$ cat src/rtl/segx_pkg.sv
package segx_pkg;
  localparam int SEG_W  = 2;
  localparam int OFF_W  = 12;
  localparam int LA_W   = SEG_W + OFF_W;
  localparam int PA_W   = 16;
  localparam int NSEG   = 1 << SEG_W;
  localparam int PERM_W = 2;
  localparam int PERM_RD = 1;
  localparam int PERM_WR = 0;

  typedef struct packed {
    logic [PA_W-1:0]   base;
    logic [OFF_W-1:0]  bound;
    logic [PERM_W-1:0] perm;
  } seg_entry_t;
endpackage

$ cat src/rtl/segx_rst_sync.sv
module segx_rst_sync #(
  parameter int STAGES = 2
) (
  input  logic clk,
  input  logic rst_n,
  output logic rst_q_n
);
  logic [STAGES-1:0] sync_q;

  always_ff @(posedge clk or negedge rst_n) begin
    if (!rst_n) sync_q <= '0;
    else        sync_q <= {sync_q[STAGES-2:0], 1'b1};
  end

  assign rst_q_n = sync_q[STAGES-1];
endmodule

$ cat src/rtl/segx_table.sv
module segx_table
  import segx_pkg::*;
(
  input  logic                    clk,
  input  logic                    rst_q_n,
  input  logic                    wr_en,
  input  logic [SEG_W-1:0]        wr_idx,
  input  seg_entry_t              wr_entry,
  input  logic [SEG_W-1:0]        rd_idx,
  output seg_entry_t              rd_entry
);
  seg_entry_t [NSEG-1:0] ent_q;
  seg_entry_t [NSEG-1:0] ent_d;

  for (genvar g = 0; g < NSEG; g++) begin : g_ent
    logic hit;
    assign hit = wr_en && (wr_idx == SEG_W'(g));

    always_comb begin
      ent_d[g] = ent_q[g];
      if (hit) ent_d[g] = wr_entry;
    end

    always_ff @(posedge clk or negedge rst_q_n) begin
      if (!rst_q_n) ent_q[g] <= '0;
      else if (hit) ent_q[g] <= ent_d[g];
    end
  end

  assign rd_entry = ent_q[rd_idx];

  // without a write the table content does not move
  a_r8_table_hold: assert property (@(posedge clk) disable iff (!rst_q_n)
    !wr_en |=> $stable(ent_q));
endmodule

$ cat src/rtl/segx_check.sv
module segx_check
  import segx_pkg::*;
(
  input  seg_entry_t        entry,
  input  logic [OFF_W-1:0]  offset,
  input  logic              is_write,
  output logic [PA_W-1:0]   paddr,
  output logic              prot_fault,
  output logic              bound_fault
);
  logic [PA_W-1:0] sum;
  logic            over;
  logic            deny;

  always_comb begin
    // adder and comparator sit side by side, neither waits on the other
    sum  = entry.base + PA_W'(offset);
    over = offset > entry.bound;
    deny = !entry.perm[PERM_RD] || (is_write && !entry.perm[PERM_WR]);
    prot_fault  = deny;
    bound_fault = over && !deny;
    paddr       = (deny || over) ? '0 : sum;
  end
endmodule

$ cat src/rtl/segx_translator.sv
module segx_translator
  import segx_pkg::*;
(
  input  logic              clk,
  input  logic              rst_n,
  input  logic              req_valid,
  input  logic              req_write,
  input  logic [LA_W-1:0]   req_laddr,
  input  logic              tbl_we,
  input  logic [SEG_W-1:0]  tbl_idx,
  input  logic [PA_W-1:0]   tbl_base,
  input  logic [OFF_W-1:0]  tbl_bound,
  input  logic [PERM_W-1:0] tbl_perm,
  output logic              rsp_done,
  output logic [PA_W-1:0]   rsp_paddr,
  output logic              rsp_prot_fault,
  output logic              rsp_bound_fault
);
  logic            rst_q_n;
  seg_entry_t      wr_entry;
  seg_entry_t      sel;
  logic [PA_W-1:0] c_paddr;
  logic            c_pf;
  logic            c_bf;

  logic            done_d, pf_d, bf_d;
  logic [PA_W-1:0] paddr_d;

  segx_rst_sync #(.STAGES(2)) u_rst (
    .clk(clk), .rst_n(rst_n), .rst_q_n(rst_q_n));

  assign wr_entry = '{base: tbl_base, bound: tbl_bound, perm: tbl_perm};

  segx_table u_tbl (
    .clk(clk), .rst_q_n(rst_q_n),
    .wr_en(tbl_we), .wr_idx(tbl_idx), .wr_entry(wr_entry),
    .rd_idx(req_laddr[LA_W-1:OFF_W]), .rd_entry(sel));

  segx_check u_chk (
    .entry(sel), .offset(req_laddr[OFF_W-1:0]), .is_write(req_write),
    .paddr(c_paddr), .prot_fault(c_pf), .bound_fault(c_bf));

  always_comb begin
    done_d  = req_valid;
    paddr_d = rsp_paddr;
    pf_d    = rsp_prot_fault;
    bf_d    = rsp_bound_fault;
    if (req_valid) begin
      paddr_d = c_paddr;
      pf_d    = c_pf;
      bf_d    = c_bf;
    end
  end

  always_ff @(posedge clk or negedge rst_q_n) begin
    if (!rst_q_n) begin
      rsp_done        <= 1'b0;
      rsp_paddr       <= '0;
      rsp_prot_fault  <= 1'b0;
      rsp_bound_fault <= 1'b0;
    end else begin
      rsp_done <= done_d;
      if (req_valid) begin
        rsp_paddr       <= paddr_d;
        rsp_prot_fault  <= pf_d;
        rsp_bound_fault <= bf_d;
      end
    end
  end

  a_r2_done_follows: assert property (@(posedge clk) disable iff (!rst_q_n)
    req_valid |=> rsp_done);
  a_r2_done_quiet: assert property (@(posedge clk) disable iff (!rst_q_n)
    !req_valid |=> !rsp_done);
  a_r2_hold: assert property (@(posedge clk) disable iff (!rst_q_n)
    !req_valid |=> $stable(rsp_paddr) && $stable(rsp_prot_fault));
  a_r3_no_read_grant: assert property (@(posedge clk) disable iff (!rst_q_n)
    req_valid && !sel.perm[PERM_RD] |=> rsp_prot_fault);
  a_r4_no_write_grant: assert property (@(posedge clk) disable iff (!rst_q_n)
    req_valid && req_write && !sel.perm[PERM_WR] |=> rsp_prot_fault);
  a_r6_single_fault: assert property (@(posedge clk) disable iff (!rst_q_n)
    rsp_done |-> !(rsp_prot_fault && rsp_bound_fault));
  a_r7_zero_on_fault: assert property (@(posedge clk) disable iff (!rst_q_n)
    rsp_done && (rsp_prot_fault || rsp_bound_fault) |-> rsp_paddr == '0);
endmodule

$ cat config.mk
export PLATFORM = sky130hd
export DESIGN_NAME = segx_translator
export DESIGN_NICKNAME = d
export VERILOG_FILES = /design/src/rtl/segx_pkg.sv /design/src/rtl/segx_rst_sync.sv /design/src/rtl/segx_table.sv /design/src/rtl/segx_check.sv /design/src/rtl/segx_translator.sv
export SDC_FILE = /design/constraint.sdc
export NUM_CORES = 1
export LEC_CHECK = 0
export BUFFER_PORTS_ARGS = -buffer_cell sky130_fd_sc_hd__buf_2
export CAP_MARGIN = 10
export CORE_AREA = 10 10 125 115
export CTS_CLUSTER_SIZE = 24
export DETAILED_ROUTE_END_ITERATION = 16
export DIE_AREA = 0 0 135 125
export MAX_ROUTING_LAYER = met4
export PLACE_DENSITY = 0.84
export RECOVER_POWER = 100
export SYNTH_ARGS = -nofsm -noshare
export SYNTH_HDL_FRONTEND = slang
export SYNTH_SLANG_ARGS = --single-unit
export TNS_END_PERCENT = 100
$ cat constraint.sdc
create_clock -name clk -period 5.63 [get_ports clk]
set_clock_uncertainty 0.15 [all_clocks]
set_input_delay 1.126 -clock clk [delete_from_list [all_inputs] [get_ports clk]]
set_output_delay 1.126 -clock clk [all_outputs]
set_load 0.01 [all_outputs]
==> results.md, run 1 <==
- Crit Path Class: in -> reg
- Initial antenna violation count: 4
- Number of global-route vias before repair: 4939
- Worst Setup SP: req_laddr[12]
- Failing checks: max-capacitance violations, max-slew violations
- HP Start: u_rst.sync_q[0]
- Worst skew pair latency: around 0.42 ns
- Die ar.: around 17000 µm²
- Core area: 11840 µm²
- Min-Delay Path Class: reg -> reg
- Clock slew at reported path FFs: 0.06 ns
- Synth area leaders: dfrtp_1 (52%), mux2_2 (20%), mux4_2 (9.3%)
- H-tree levels: 4
- Reg-to-Reg End: rsp_paddr[14]
- DRT Pass-1 Iters: 8
- Post-DP HPWL: 11260 µm
- Reg area: 3528 µm²
- Number of flops mapped to enable cells by yosys: 0
- TritonCTS clock tree: done
- Vias per inst: 6.160
- Via Count: 4552
- Top post-synthesis cells by count: dfrtp_1 (141), mux2_2 (120), inv_1 (32)
- Yosys top cell area share: 51.77%
- Clock sinks: 141
- Final WL: 16310 µm
- Post-synth top area cell: dfrtp_1
- IO buf count: 69
- CTS root buf: clkbuf_16
- Cell Rows: 38
- Post-DR wirelength/cell: 22.07 µm
- Final Hold Fails: 0
- Maximum clock frequency: 219.3 MHz
- Synth warnings: 0
- Lkg Pwr: 3.459 nW
- R2R Path Start: u_rst.sync_q[1]
- Num ports: 70
- Final ANT Viol Nets: 0
- Gr ovfl total: 0
- Cts bufs inserted: 17
- Post-synth ARST share: 100.0%
- Initial Util: 57.57%
- Pins Over Slew Limit: 211
- WHS Path Cells: 0
- Cts-stage hold buffer count: 0
- Critical Path AT: 4.71 ns
- Status: finished, violations left
- Die X: 135 µm
- Final period util: 81.01%
- Fin cells: 739
- Area of the multi-input gates: between 3000 and 4000 µm²
- Worst-margin pin slew: 3.355 ns
- First-pass GRT wire length: 26470 µm
- Fillers: 811
- Commonest register cell after synthesis: dfrtp_1
- WHS Endpoint: u_rst.sync_q[1]
- Mapped Cells: 488
- Setup TNS Final: 0 ns
- Register area share after synthesis: 51.77%
- Die span in y: 125 µm
- # nets final: between 600 and 700
- Layout cell share with drive strength beyond 1: 40.00%
- Drt initial violations: between 400 and 500
- # setup viols final: 0
- FF-to-FF setup slack: 2.01 ns
- Maxcap violations: 5
- Longest Clk Path Bufs: 2
- CP required: 5.78 ns
- Post_cts resized: 0
- RSZ-0062 raised after global routing: no
- Top-count cell post-synth: dfrtp_1
- DRC: 0
- Crit path capture type: flop
- R2R cell count: 1
- Routability cong.: 0.9512
- Min Tclk post-route: 4.561 ns
- Area growth, synth to finish: 15.94%
- Syn_nets: 564
- Avg Synthesized Cell Area: around 14 µm²
- Synth unique cells: 47
- Largest net degree at the start of global routing: 87
- Synth Register Bits: 141
- Worst setup SP type: input pin
- Post-Syn Area: between 6000 and 7000 µm²
- Relative slew slack: -123.7%
- Placed cells: 703
- Post-CTS setup buffers: 0
- Global Route Usage Sum: 20.45%
- Critical path fanouts, max: 22
- Peak supply drop: between 0.0002 and 0.00025 V
- Power per cell area: 405.3 nW/µm²
==> cell type report <==
class / count / area share, %
sequential: 141 / 44.66
clock buffer: 21 / 5.954
clock inverter: 11 / 1.774
tap: 160 / 2.534
timing repair buffer: 76 / 4.497
antenna: 4 / 0.1267
multi-input combinational: 294 / 38.94
inverter: 32 / 1.520
==> kinds of logic (layout without fill, tap and decap cells) <==
kind of cell	Yosys count	count (layout)	share of synthesized area [%]
buffers and inverters	53	140	3.029
other	1	5	0.05502
flip-flops	141	141	51.77
AND/OR/NAND/NOR	43	43	3.341
multiplexers	148	148	29.08
adder cells (fa/ha/maj)	25	25	4.700
XOR/XNOR	10	10	1.285
AO/OA/AOI/OAI	67	67	6.738
==> cells in the final DEF (no fill, tap or decap), types with 3 or more instances in the layout <==
master / instances
o21bai_1: 5
o21ai_0: 14
o22ai_1: 12
nor2_1: 8
ha_1: 24
dfrtp_1: 141
nor3_1: 4
buf_4: 3
bufinv_16: 3
buf_2: 47
clkbuf_8: 3
clkbuf_16: 17
mux4_2: 28
clkinv_2: 5
nand3_1: 5
o21a_1: 4
o211ai_1: 3
a21oi_1: 11
inv_1: 32
nand4_1: 3
diode_2: 4
nand2_1: 11
a21o_1: 3
mux2_2: 118
xnor2_1: 5
clkbuf_1: 27
xor2_1: 5
==> power breakdown <==
| part | switching [mW] | internal (mW) | leakage, nW |
|---|---|---|---|
| Combinational | 0.360 | 0.368 | 1.46 |
| Sequential | 0.119 | 1.21 | 1.69 |
| Clock | 0.414 | 0.729 | 0.303 |
==> stage by stage <==
step                      total power, mW  cell area, µm²  utilization [%]  worst slack, ns  hold slack, ns
after floorplan                     1.837            6815                -            1.261          0.1812
after global placement              2.009            7336            61.96            1.115          0.1871
after detailed placement            2.068            7336            61.96            1.066          0.1913
after CTS                           3.217            7946            67.12            1.485          0.2043
after global routing                3.352            7901            66.74           0.8557          0.2173
final                               3.203            7901            66.74            1.069          0.2013
==> worst max-delay path, cell delays in order <==
cell,delay [ns]
buf_2,0.58
mux4_2,0.60
inv_1,0.11
ha_1,0.26
a21oi_1,0.17
o21ai_0,0.11
a2111o_1,0.34
o21ai_0,0.51
nand2_1,0.47
o32ai_1,0.41
==> state kept, by name, indices dropped and copies added (netlist names) <==
signal	cells
u_tbl.ent_q	120
rsp_bound_fault	1
rsp_paddr	16
rsp_prot_fault	1
rsp_done	1
u_rst.sync_q	2
==> metal layers <==
layer	part of all wire [%]	vias to the layer above	track usage (%)	wire [µm]
li1	-	1960	-	-
met4	1.8	0	5.886	294
met2	50	177	32.80	8097
met1	42	2387	24.27	6788
met5	0	-	-	0
met3	6.9	28	6.565	1128
==> worst max-delay path by stage <==
stage	endpoint	slack (ns)	depth (start not counted)
finish	rsp_paddr[9]	1.07	10
global route	rsp_paddr[11]	0.86	10
CTS	rsp_paddr[9]	1.48	10
detailed placement	rsp_paddr[14]	1.07	10
global placement	rsp_paddr[12]	1.12	10
floorplan	rsp_bound_fault	1.26	0
(Power assumes the default switching activity.)
==> inputs of run 2 (changes only) <==
clock period = 4.2 ns   (was 5.63 ns; I/O delays follow)
==> run 2 against run 1 <==
  * The run still ends with max-capacitance violations, max-slew violations left
  * Routed wire length shrank 5.4%
  * Die area is the same
  * Sequential share of layout area shrank 0.23 points
  * Worst setup slack lost 0.48 ns
  * Core utilization grew 0.35 points
==> results.md, run 2 (same netlist as run 1, synthesis figures left out) <==
- Relative slew slack: -65.03% (+59 points)
- Num ports: 70 (unchanged)
- Cts bufs inserted: 17 (unchanged)
- Clock slew at reported path FFs: 0.06 ns (about the same)
- Area of the multi-input gates: 3080 µm² (+0.12%)
- TritonCTS clock tree: done
- Max incr delay on CP: 0.51 ns (-0.09 ns)
- Routability cong.: 0.8959 (-5.8%)
- Crit Path Class: in -> reg
- R2R Path Start: u_tbl.ent_q[14]
- Vias per inst: 5.882 (-4.5%)
- Placed cells: 708 (+0.71%)
- Final Hold Fails: 0 (unchanged)
- Max reg flops: 120 (unchanged)
- Commonest non-fill, non-tap cell in the layout: dfrtp_1
- CP required: 4.38 ns (-1.40 ns)
- Via Count: 4370 (-4.0%)
- Maximum clock frequency: 276.9 MHz
- Crit path cell chain: buf_2, buf_12, mux4_2, inv_1, ha_1, a21oi_1, o21ai_0, a2111o_1, o21ai_2, nand2_1, clkbuf_1, o22ai_1
- Die span in y: 125 µm (unchanged)
- Largest reg by FF count: u_tbl.ent_q
- Longest Clk Path Bufs: 2 (unchanged)
- Status: finished, violations left
- Post-DR wirelength/cell: 20.76 µm (-5.9%)
- Critical Path AT: 3.79 ns (-0.92 ns)
- CP max stage cell: mux4_2
- First-pass GRT wire length: 24960 µm (-5.7%)
- Final setup margin: 0.5892 ns (-0.4801 ns)
- Top flop regs: u_tbl.ent_q (120), rsp_paddr (16), u_rst.sync_q (2)
- Global Route Usage Sum: 19.43% (-1.0 points)
- Min-Delay Path Class: in -> async
- DR WL met2: 7206 µm (-11%)
- DRT Pass-1 Iters: 4 (-4)
- Min Tclk post-route: 3.611 ns
- Worst skew pair latency: 0.42 ns (about the same)
- Drt initial violations: 289 (-41%)
- Initial antenna violation count: 3 (-1)
- Fillers: 848 (+4.6%)
- Pre-CTS setup slack: 0.3245 ns (-0.7415 ns)
- Top Layer Used: met4
- Reg-to-Reg End: rsp_paddr[14]
- Final period util: a little under nine tenths
- Clock sinks: 141 (unchanged)
- Layout cell share with drive strength beyond 1: 40.52% (+0.52 points)
- Largest net degree at the start of global routing: 79 (-9.2%)
- IO buf count: 69 (unchanged)
- Cell Rows: 38 (unchanged)
- WL met3: 1256 µm (+11%)
- Met1 Wirelength: 6651 µm (-2.0%)
- Crit path capture type: flop
- Fin cells: 743 (+0.54%)
- Final ANT Viol Nets: 0 (unchanged)
- Die ar.: 16880 µm² (unchanged)
- Maxcap violations: 5 (unchanged)
- H-tree levels: 4 (unchanged)
- Reg area: 3528 µm² (unchanged)
- Core area: 11840 µm² (unchanged)
- R2R cell count: 9 (+8)
- Final WL: 15420 µm (-5.4%)
- Post-CTS setup buffers: 0 (unchanged)
- Post_cts resized: 0 (unchanged)
- Power per cell area: 533.2 nW/µm² (+32%)
- Cts-stage hold buffer count: 0 (unchanged)
- Die X: 135 µm (unchanged)
- Pins Over Slew Limit: 186 (-12%)
- Post-DP HPWL: 10870 µm (-3.5%)
- Setup TNS Final: 0 ns (unchanged)
- # setup viols final: 0 (unchanged)
- # nets final: 643 (+0.78%)
- Area growth, synth to finish: 16.54%
- Peak supply drop: 0.0003088 V (+45%)
- DRC: 0 (unchanged)
- Critical path fanouts, max: 19 (-14%)
- Failing checks: max-capacitance violations, max-slew violations
- Worst Setup EP: rsp_paddr[3]
- RSZ-0062 raised after global routing: no
- FF-to-FF setup slack: 1.10 ns (-0.91 ns)
- CTS root buf: clkbuf_16
- Number of global-route vias before repair: 4730 (-4.2%)
- Worst-margin pin slew: 2.476 ns (-0.8795 ns)
- Lkg Pwr: 3.456 nW (about the same)
- Worst Setup SP: req_laddr[12]
- Gr ovfl total: 0 (unchanged)
- Worst setup SP type: input pin
- Initial Util: 57.57% (unchanged)
- Most frequent cells in the layout: dfrtp_1 (141), mux2_2 (119), buf_2 (46)
-- run 2: final cells by class --
type | count | area share [%]
Multi-Input combinational cell | 294 | 38.78
Timing Repair Buffer | 81 | 5.198
Sequential cell | 141 | 44.42
Clock inverter | 12 | 1.717
Clock buffer | 20 | 5.750
Antenna cell | 3 | 0.09452
Inverter | 32 | 1.512
Tap cell | 160 | 2.520
-- run 2: where the power goes --
| part | internal (mW) | leakage (nW) | switching [mW] |
|---|---|---|---|
| Sequential | 1.63 | 1.69 | 0.152 |
| Clock | 0.908 | 0.271 | 0.582 |
| Combinational | 0.499 | 1.49 | 0.469 |
| Total | 3.03 | 3.46 | 1.20 |
-- run 2: metal layers --
layer	vias to the layer above	global-route usage, %
li1	1979	-
met3	32	7.046
met2	132	29.17
met1	2227	23.90
met4	0	6.646
met5	-	-
-- run 2: per-stage QoR --
step	util (%)	total power, mW	instance area [µm²]	hold slack [ns]
detailed placement	62.49	2.773	7398	0.1927
global route	67.09	4.448	7943	0.04554
floorplan	-	2.461	6817	0.1811
global placement	62.49	2.710	7398	0.1848
finish	67.09	4.235	7943	0.05000
CTS	67.50	4.272	7991	0.03610
-- run 2: worst min path at each step --
stage                     slack (ns)               to  depth (start not counted)
after floorplan                 0.18  u_rst.sync_q[1]                          0
after global placement          0.18  u_rst.sync_q[1]                          0
after detailed placement        0.19  u_rst.sync_q[1]                          0
after CTS                       0.04  u_rst.sync_q[1]                          1
after global routing            0.05  u_rst.sync_q[1]                          1
final                           0.05  u_rst.sync_q[1]                          1
-- run 2: critical path, delay by kind of cell --
kind                       cells  cell delay (ns)
adders and majority gates      1             0.23
AOI/OAI and AO/OA              5             1.15
muxes                          1             0.51
buffers and inverters          4             0.84
and+or+nand+nor                1             0.18
